[src/rtl/wkm_pkg.sv]
package wkm_pkg;
  localparam int NUM_GRP = 5;
  localparam int NUM_TMR = 2;

  typedef enum logic [2:0] {
    GRP_EN   = 3'd0,
    GRP_FALL = 3'd1,
    GRP_RISE = 3'd2,
    GRP_POL  = 3'd3,
    GRP_STAT = 3'd4
  } grp_e;

  function automatic int words_for(input int pins);
    return (pins + 31) / 32;
  endfunction
endpackage

[src/rtl/wkm_sync.sv]
module wkm_sync #(
  parameter int WIDTH = 40
) (
  input  logic             clk,
  input  logic             rst_n,
  input  logic [WIDTH-1:0] pin_i,
  output logic [WIDTH-1:0] cur_o,
  output logic [WIDTH-1:0] prev_o
);
  for (genvar p = 0; p < WIDTH; p++) begin : g_bit
    logic meta_q, cur_q, prev_q;
    always_ff @(posedge clk or negedge rst_n) begin
      if (!rst_n) begin
        meta_q <= 1'b0;
        cur_q  <= 1'b0;
        prev_q <= 1'b0;
      end else begin
        meta_q <= pin_i[p];
        cur_q  <= meta_q;
        prev_q <= cur_q;
      end
    end
    assign cur_o[p]  = cur_q;
    assign prev_o[p] = prev_q;
  end
endmodule

[src/rtl/wkm_detect.sv]
module wkm_detect #(
  parameter int WIDTH = 40
) (
  input  logic [WIDTH-1:0] cur_i,
  input  logic [WIDTH-1:0] prev_i,
  input  logic [WIDTH-1:0] rise_sel_i,
  input  logic [WIDTH-1:0] fall_sel_i,
  input  logic [WIDTH-1:0] pol_i,
  output logic [WIDTH-1:0] hit_o
);
  for (genvar p = 0; p < WIDTH; p++) begin : g_pin
    logic went_up, went_down, edge_mode;
    assign went_up   = cur_i[p] & ~prev_i[p];
    assign went_down = ~cur_i[p] & prev_i[p];
    assign edge_mode = rise_sel_i[p] | fall_sel_i[p];
    assign hit_o[p]  = edge_mode ? ((rise_sel_i[p] & went_up) | (fall_sel_i[p] & went_down))
                                 : (cur_i[p] == pol_i[p]);
  end
endmodule

[src/rtl/wkm_regs.sv]
module wkm_regs
  import wkm_pkg::*;
#(
  parameter int NUM_PINS = 40,
  parameter int ADDR_W   = 8
) (
  input  logic                clk,
  input  logic                rst_n,
  input  logic                wr_i,
  input  logic                rd_i,
  input  logic [ADDR_W-1:0]   addr_i,
  input  logic [31:0]         wdata_i,
  input  logic [NUM_PINS-1:0] hit_i,
  input  logic                sleep_i,
  output logic                rvalid_o,
  output logic [31:0]         rdata_o,
  output logic [NUM_PINS-1:0] en_o,
  output logic [NUM_PINS-1:0] rise_o,
  output logic [NUM_PINS-1:0] fall_o,
  output logic [NUM_PINS-1:0] pol_o,
  output logic [NUM_PINS-1:0] stat_o
);
  localparam int WORDS = words_for(NUM_PINS);
  localparam int PADW  = WORDS * 32;
  localparam int LASTW = NUM_TMR + NUM_GRP * WORDS;

  function automatic logic [PADW-1:0] impl_mask();
    logic [PADW-1:0] m;
    m = '0;
    for (int b = 0; b < NUM_PINS; b++) m[b] = 1'b1;
    return m;
  endfunction
  localparam logic [PADW-1:0] IMPL = impl_mask();

  logic [PADW-1:0]   bank_q [NUM_GRP];
  logic [31:0]       tmr_q  [NUM_TMR];
  logic [ADDR_W-3:0] waddr;
  logic [PADW-1:0]   hit_pad;
  logic [31:0]       rd_word;

  assign waddr   = addr_i[ADDR_W-1:2];
  assign hit_pad = PADW'(hit_i);

  always_ff @(posedge clk or negedge rst_n) begin
    if (!rst_n) begin
      for (int g = 0; g < NUM_GRP; g++) bank_q[g] <= '0;
      for (int t = 0; t < NUM_TMR; t++) tmr_q[t] <= '0;
    end else begin
      bank_q[GRP_STAT] <= bank_q[GRP_STAT] | (hit_pad & bank_q[GRP_EN] & {PADW{sleep_i}});
      for (int t = 0; t < NUM_TMR; t++)
        if (wr_i && int'(waddr) == t) tmr_q[t] <= wdata_i;
      for (int g = 0; g < NUM_GRP; g++)
        for (int i = 0; i < WORDS; i++)
          if (wr_i && int'(waddr) == NUM_TMR + g * WORDS + i)
            bank_q[g][i*32 +: 32] <= wdata_i & IMPL[i*32 +: 32];
    end
  end

  always_comb begin
    rd_word = '0;
    for (int t = 0; t < NUM_TMR; t++)
      if (int'(waddr) == t) rd_word = tmr_q[t];
    for (int g = 0; g < NUM_GRP; g++)
      for (int i = 0; i < WORDS; i++)
        if (int'(waddr) == NUM_TMR + g * WORDS + i) rd_word = bank_q[g][i*32 +: 32];
  end

  always_ff @(posedge clk or negedge rst_n) begin
    if (!rst_n) begin
      rvalid_o <= 1'b0;
      rdata_o  <= '0;
    end else begin
      rvalid_o <= rd_i;
      if (rd_i) rdata_o <= rd_word;
    end
  end

  assign en_o   = bank_q[GRP_EN][NUM_PINS-1:0];
  assign rise_o = bank_q[GRP_RISE][NUM_PINS-1:0];
  assign fall_o = bank_q[GRP_FALL][NUM_PINS-1:0];
  assign pol_o  = bank_q[GRP_POL][NUM_PINS-1:0];
  assign stat_o = bank_q[GRP_STAT][NUM_PINS-1:0];


  stat_awake_hold_chk: assert property (@(posedge clk) disable iff (!rst_n)
    (!sleep_i && !wr_i) |=> $stable(bank_q[GRP_STAT]));

  stat_sticky_chk: assert property (@(posedge clk) disable iff (!rst_n)
    (!wr_i) |=> ((bank_q[GRP_STAT] & $past(bank_q[GRP_STAT])) == $past(bank_q[GRP_STAT])));

  stat_disabled_quiet_chk: assert property (@(posedge clk) disable iff (!rst_n)
    (!wr_i) |=> ((bank_q[GRP_STAT] & ~$past(bank_q[GRP_STAT]) & ~$past(bank_q[GRP_EN])) == '0));

  oob_read_zero_chk: assert property (@(posedge clk) disable iff (!rst_n)
    (rd_i && int'(waddr) >= LASTW) |=> (rdata_o == '0));

  rsp_follows_rd_chk: assert property (@(posedge clk) disable iff (!rst_n)
    rd_i |=> rvalid_o);

  rsp_only_on_rd_chk: assert property (@(posedge clk) disable iff (!rst_n)
    !rd_i |=> !rvalid_o);
endmodule

[src/rtl/wake_monitor.sv]
module wake_monitor #(
  parameter int NUM_PINS = 40,
  parameter int ADDR_W   = 8
) (
  input  logic                clk,
  input  logic                rst_n,
  input  logic                bus_wr,
  input  logic                bus_rd,
  input  logic [ADDR_W-1:0]   bus_addr,
  input  logic [31:0]         bus_wdata,
  output logic                rsp_valid,
  output logic [31:0]         rsp_data,
  input  logic [NUM_PINS-1:0] pin_i,
  input  logic                sleep_i,
  output logic                wake_o
);
  logic [NUM_PINS-1:0] cur, prev, hit, en, rise, fall, pol, stat, pending;

  wkm_sync #(.WIDTH(NUM_PINS)) i_sync (
    .clk(clk), .rst_n(rst_n), .pin_i(pin_i), .cur_o(cur), .prev_o(prev)
  );

  wkm_detect #(.WIDTH(NUM_PINS)) i_detect (
    .cur_i(cur), .prev_i(prev), .rise_sel_i(rise), .fall_sel_i(fall),
    .pol_i(pol), .hit_o(hit)
  );

  wkm_regs #(.NUM_PINS(NUM_PINS), .ADDR_W(ADDR_W)) i_regs (
    .clk(clk), .rst_n(rst_n), .wr_i(bus_wr), .rd_i(bus_rd), .addr_i(bus_addr),
    .wdata_i(bus_wdata), .hit_i(hit), .sleep_i(sleep_i), .rvalid_o(rsp_valid),
    .rdata_o(rsp_data), .en_o(en), .rise_o(rise), .fall_o(fall), .pol_o(pol),
    .stat_o(stat)
  );

  assign pending = stat & en;

  always_ff @(posedge clk or negedge rst_n) begin
    if (!rst_n) wake_o <= 1'b0;
    else        wake_o <= |pending;
  end


  wake_needs_pending_chk: assert property (@(posedge clk) disable iff (!rst_n)
    wake_o |-> $past(|pending));

  wake_follows_pending_chk: assert property (@(posedge clk) disable iff (!rst_n)
    (|pending) |=> wake_o);

  rise_only_no_fall_chk: assert property (@(posedge clk) disable iff (!rst_n)
    (rise[0] && !fall[0] && !cur[0] && prev[0]) |-> !hit[0]);
endmodule

[config.mk]
export PLATFORM = sky130hd
export DESIGN_NAME = wake_monitor
export DESIGN_NICKNAME = d
export VERILOG_FILES = /design/src/rtl/wkm_pkg.sv /design/src/rtl/wkm_sync.sv /design/src/rtl/wkm_detect.sv /design/src/rtl/wkm_regs.sv /design/src/rtl/wake_monitor.sv
export SDC_FILE = /design/constraint.sdc
export NUM_CORES = 1
export LEC_CHECK = 0
export CAP_MARGIN = 20
export CORE_ASPECT_RATIO = 0.8
export CORE_MARGIN = 8
export CORE_UTILIZATION = 35
export CTS_BUF_LIST = sky130_fd_sc_hd__clkbuf_8
export DETAILED_ROUTE_END_ITERATION = 10
export MAX_ROUTING_LAYER = met4
export SLEW_MARGIN = 25
export SYNTH_ARGS = -nofsm -noshare
export SYNTH_HDL_FRONTEND = slang
export SYNTH_HIERARCHICAL = 1
export SYNTH_SLANG_ARGS = --single-unit
[constraint.sdc]
create_clock -name clk -period 1.3 [get_ports clk]
set_input_delay 0.26 -clock clk [delete_from_list [all_inputs] [get_ports clk]]
set_output_delay 0.26 -clock clk [all_outputs]
set_load 0.005 [all_outputs]
==> flow_metrics.env <==
export IMPL_multiInputGateArea_mm2=0.00747
export IMPL_fmax_ghz=0.578
export IMPL_route_detailed_vias_per_inst=5.35
export IMPL_drt_pass1_iter_count=6
export IMPL_worst_ep_arrival_time_ns=2.16
export IMPL_total_power_w=0.0351
export IMPL_synth_async_reset_ratio=1.00
export IMPL_synth_top_area_share=0.568
export IMPL_synth_edf_count=0
export IMPL_reg2reg_depth=5
export IMPL_drc=0
export IMPL_syn_avg_cell_area_um2=12.6
export IMPL_place_worst_setup_slack_ns=-1.01
export IMPL_yosys_warnings=6
export IMPL_cts_root_buffer_cell="clkbuf_8"
export IMPL_hold_class="in -> async"
export IMPL_gp_congestion=0.846
export IMPL_grt_max_degree=74
export IMPL_port_buffers=116
export IMPL_cts_tree="built"
export IMPL_antenna_found_initial=4
export IMPL_synth_seq_cells=418
export IMPL_cts_htree_levels=3
export IMPL_violations="negative setup slack"
export IMPL_setup_slack_ns=-0.429
export IMPL_start_util=0.353
export IMPL_hold_ws_ns=0.0371
export IMPL_wl_per_cell_um=21.7
export IMPL_netlist_area_mm2=0.0184
export IMPL_final_util=0.470
export IMPL_crit_required_ns=1.73
export IMPL_setup_viol=89
export IMPL_crit_path_start_kind="flop"
export IMPL_synth_cell_type_count=44
export IMPL_rows=75
export IMPL_clk_latency_ns=0.64
export IMPL_dieWidth_um=272
export IMPL_slowest_stage="dfrtp_1"
export IMPL_fillers=4738
export IMPL_core_mm2=0.0522
export IMPL_layout_nets=1924
export IMPL_grt_pass1_wl_um=86600
export IMPL_crit_top_cell="nand4_1"
export IMPL_synth_area_leaders="dfrtp_1 57%, mux2_2 12%, buf_4 3.3%, o21ai_0 2.3%, a31oi_1 2.2%"
export IMPL_clock_path_buffers=3
export IMPL_crit_path_cell_trace="a22oi_2 > buf_4 > nand4_1 > nor4_1 > nand4_1"
export IMPL_rsz0062_at_grt="true"
export IMPL_grt_overflow_total=0
export IMPL_vias=13800
export IMPL_die_area_mm2=0.0603
export IMPL_cts_sinks=418
export IMPL_synthToLayoutAreaGrowth_pct=33.1
export IMPL_worst_path_largest_cell_delay_ns=0.41
export IMPL_crit_type="reg -> reg"
export IMPL_timing_final_crit_share=1.33
export IMPL_die_height_um=221
export IMPL_reg2reg_slack_ns=-0.43
export IMPL_worstSetupEndpointType="flop"
export IMPL_cellPowerDensity_mw_per_mm2=1430
export IMPL_switchingPower_w=0.00954
export IMPL_cts_buffers=72
export IMPL_p_leak_nw=11.2
export IMPL_hold_viol_final=0
export IMPL_drv_slew=0
export IMPL_maxCapViolCount=0
export IMPL_cts_clk_slew_worst_paths_ns=0.06
export IMPL_dr_first_iter_drc_count=1076
export IMPL_boundaryPins=119
export IMPL_p_seq_frac=0.458
export IMPL_fin_crit_ns=1.73
export IMPL_grtUsageTotal=0.189
export IMPL_hpwl_um=36400
export IMPL_drive_above_1_share=0.403
export IMPL_intPower_w=0.0255
export IMPL_r2r_start="i_regs/en_o[2]"
export IMPL_ys_seq_area_frac=0.568
export IMPL_worst_pin_slew_ns=0.433
export IMPL_synthFlopType="dfrtp_1"
export IMPL_p_clk_frac=0.348
export IMPL_yosys_area_top_type="dfrtp_1"
export IMPL_wirelength_um=56100
export IMPL_syn_inst=1466
export IMPL_r2r_end="wake_o"
export IMPL_comb_power_share=0.194
export IMPL_outcome="finished with violations"
export IMPL_ant_nets=0
export IMPL_relSlewSlack=0.710
export IMPL_regArea_mm2=0.0105
export IMPL_grt_pass1_vias=14400
export IMPL_vdd_drop_max_uv=758
export IMPL_switching_share=0.272
export IMPL_path_max_fanout=2
export IMPL_syn_nets=1551
export IMPL_fin_worst_skew_ns=0.0295
-- cells by family after synthesis --
logic type             count (synthesis)  share of synthesized area
flip-flops                           418                      0.568
buffers and inverters                159                     0.0496
XOR/XNOR                               1                   0.000476
AO/OA/AOI/OAI                        350                      0.127
AND/OR/NAND/NOR                      274                     0.0868
multiplexers                         264                      0.168
-- state kept, by name (all words and copies together) (netlist names) --
name	flops
i_regs/en_o	40
i_regs/fall_o	40
i_regs/pol_o	40
i_regs/rdata_o	32
i_regs/rise_o	40
i_regs/rvalid_o	1
i_regs/stat_o	40
i_regs/tmr_q	64
i_sync/g_bit.cur_q	40
i_sync/g_bit.meta_q	40
i_sync/g_bit.prev_q	40
wake_o	1
-- metrics by stage --
step	TNS, ns	instance area, µm²	cells
3_3_place_gp	-251.43	22000	2365
2_1_floorplan	-90.81	18700	1466
3_5_place_dp	-260.28	22000	2365
6_report	-8.42	24500	2584
5_1_grt	-13.32	24500	2584
4_1_cts	-10.22	24100	2551
-- layout make-up --
class,instances,share of cell area
clock buffers,88,0.0494
multi-input cells,889,0.305
well taps,693,0.0354
clock inverters,34,0.0101
diodes,4,0.000408
repair buffers,457,0.173
inverters,1,0.000153
flip-flops and latches,418,0.427
-- metal layers --
| metal | track usage | wire length, µm | vias up |
|---|---|---|---|
| li1 | - | - | 6210 |
| met1 | 0.255 | 25700 | 7113 |
| met2 | 0.284 | 25900 | 409 |
| met3 | 0.0390 | 3110 | 98 |
| met4 | 0.0568 | 1300 | 0 |
| met5 | - | 0 | - |
-- cells in the mapped netlist, types with 14 or more instances --
master,count
dfrtp_1,418
mux2_2,190
nand2_1,107
o21ai_0,84
buf_4,80
a31oi_1,66
clkbuf_1,59
a21oi_1,54
a22oi_1,53
a32oi_1,40
or2b_1,40
or3_1,40
or3b_1,40
mux2_1,36
a222oi_1,24
mux2i_1,24
nor2_1,17
mux4_2,14
-- cell usage in the layout (no fill, tap or decap), types with 3 or more instances in the layout --
cell type | netlist | layout
buf_4 | 80 | 279
nand3_2 | 0 | 4
o21ai_1 | 0 | 35
dfrtp_2 | 0 | 3
mux2_2 | 190 | 189
o211ai_1 | 6 | 6
dfrtp_1 | 418 | 415
mux2i_1 | 24 | 24
a21oi_2 | 0 | 7
a22oi_1 | 53 | 47
clkbuf_8 | 0 | 88
buf_6 | 0 | 16
or3b_1 | 40 | 34
buf_12 | 0 | 44
nand2_4 | 0 | 3
a32oi_2 | 0 | 24
diode_2 | 0 | 4
a222oi_1 | 24 | 24
a221oi_1 | 9 | 8
o21ai_0 | 84 | 48
or2b_1 | 40 | 40
o221ai_1 | 6 | 6
nand4_1 | 7 | 7
mux2_1 | 36 | 35
or3b_4 | 0 | 6
inv_1 | 1 | 24
buf_2 | 13 | 35
mux4_2 | 14 | 14
bufinv_16 | 0 | 4
a31oi_1 | 66 | 63
a22o_1 | 3 | 3
nand2_1 | 107 | 103
clkinv_2 | 0 | 5
nor2_1 | 17 | 14
a22oi_2 | 1 | 7
clkdlybuf4s50_1 | 0 | 74
a21oi_1 | 54 | 47
a32oi_1 | 40 | 15
or3_1 | 40 | 38
dlygate4sd3_1 | 0 | 4
-- worst max path at each step --
stage | start | endpoint | slack (ns) | cells past startpoint
6_report | i_regs/en_o[2] | wake_o | -0.43 | 5
5_1_grt | i_regs/stat_o[2] | wake_o | -0.48 | 5
4_1_cts | i_regs/stat_o[2] | wake_o | -0.44 | 5
3_5_place_dp | bus_addr[5] | i_regs/fall_o[6] | -1.01 | 6
3_3_place_gp | bus_addr[5] | i_regs/fall_o[6] | -0.96 | 6
2_1_floorplan | bus_addr[4] | i_regs/pol_o[10] | -0.62 | 6
-- repair_timing --
action,4_1_cts,5_1_grt
endpoints found under the hold margin,420,0
hold buffers,4,0
cloned,3,1
pin swaps,88,73
gates resized for setup,202,31
buffers inserted,58,32
endpoints found under the setup margin,331,122
-- power by group through the flow --
stage,Sequential [W],Combinational (W),Clock (W)
after global placement,0.0162,0.00591,0
after global routing,0.0163,0.00736,0.0132
after floorplan,0.0159,0.00299,0
after CTS,0.0160,0.00653,0.0126
final,0.0161,0.00681,0.0122
after detailed placement,0.0163,0.00609,0
-- worst max-delay path, delay by kind of cell, from the launching register on --
family,cells,cell delay (ns)
and+or+nand+nor,3,0.72
DFF,1,0.41
AOI/OAI and AO/OA,1,0.21
buffers and inverters,1,0.17
Note: power is estimated with default switching activity, not from simulation.
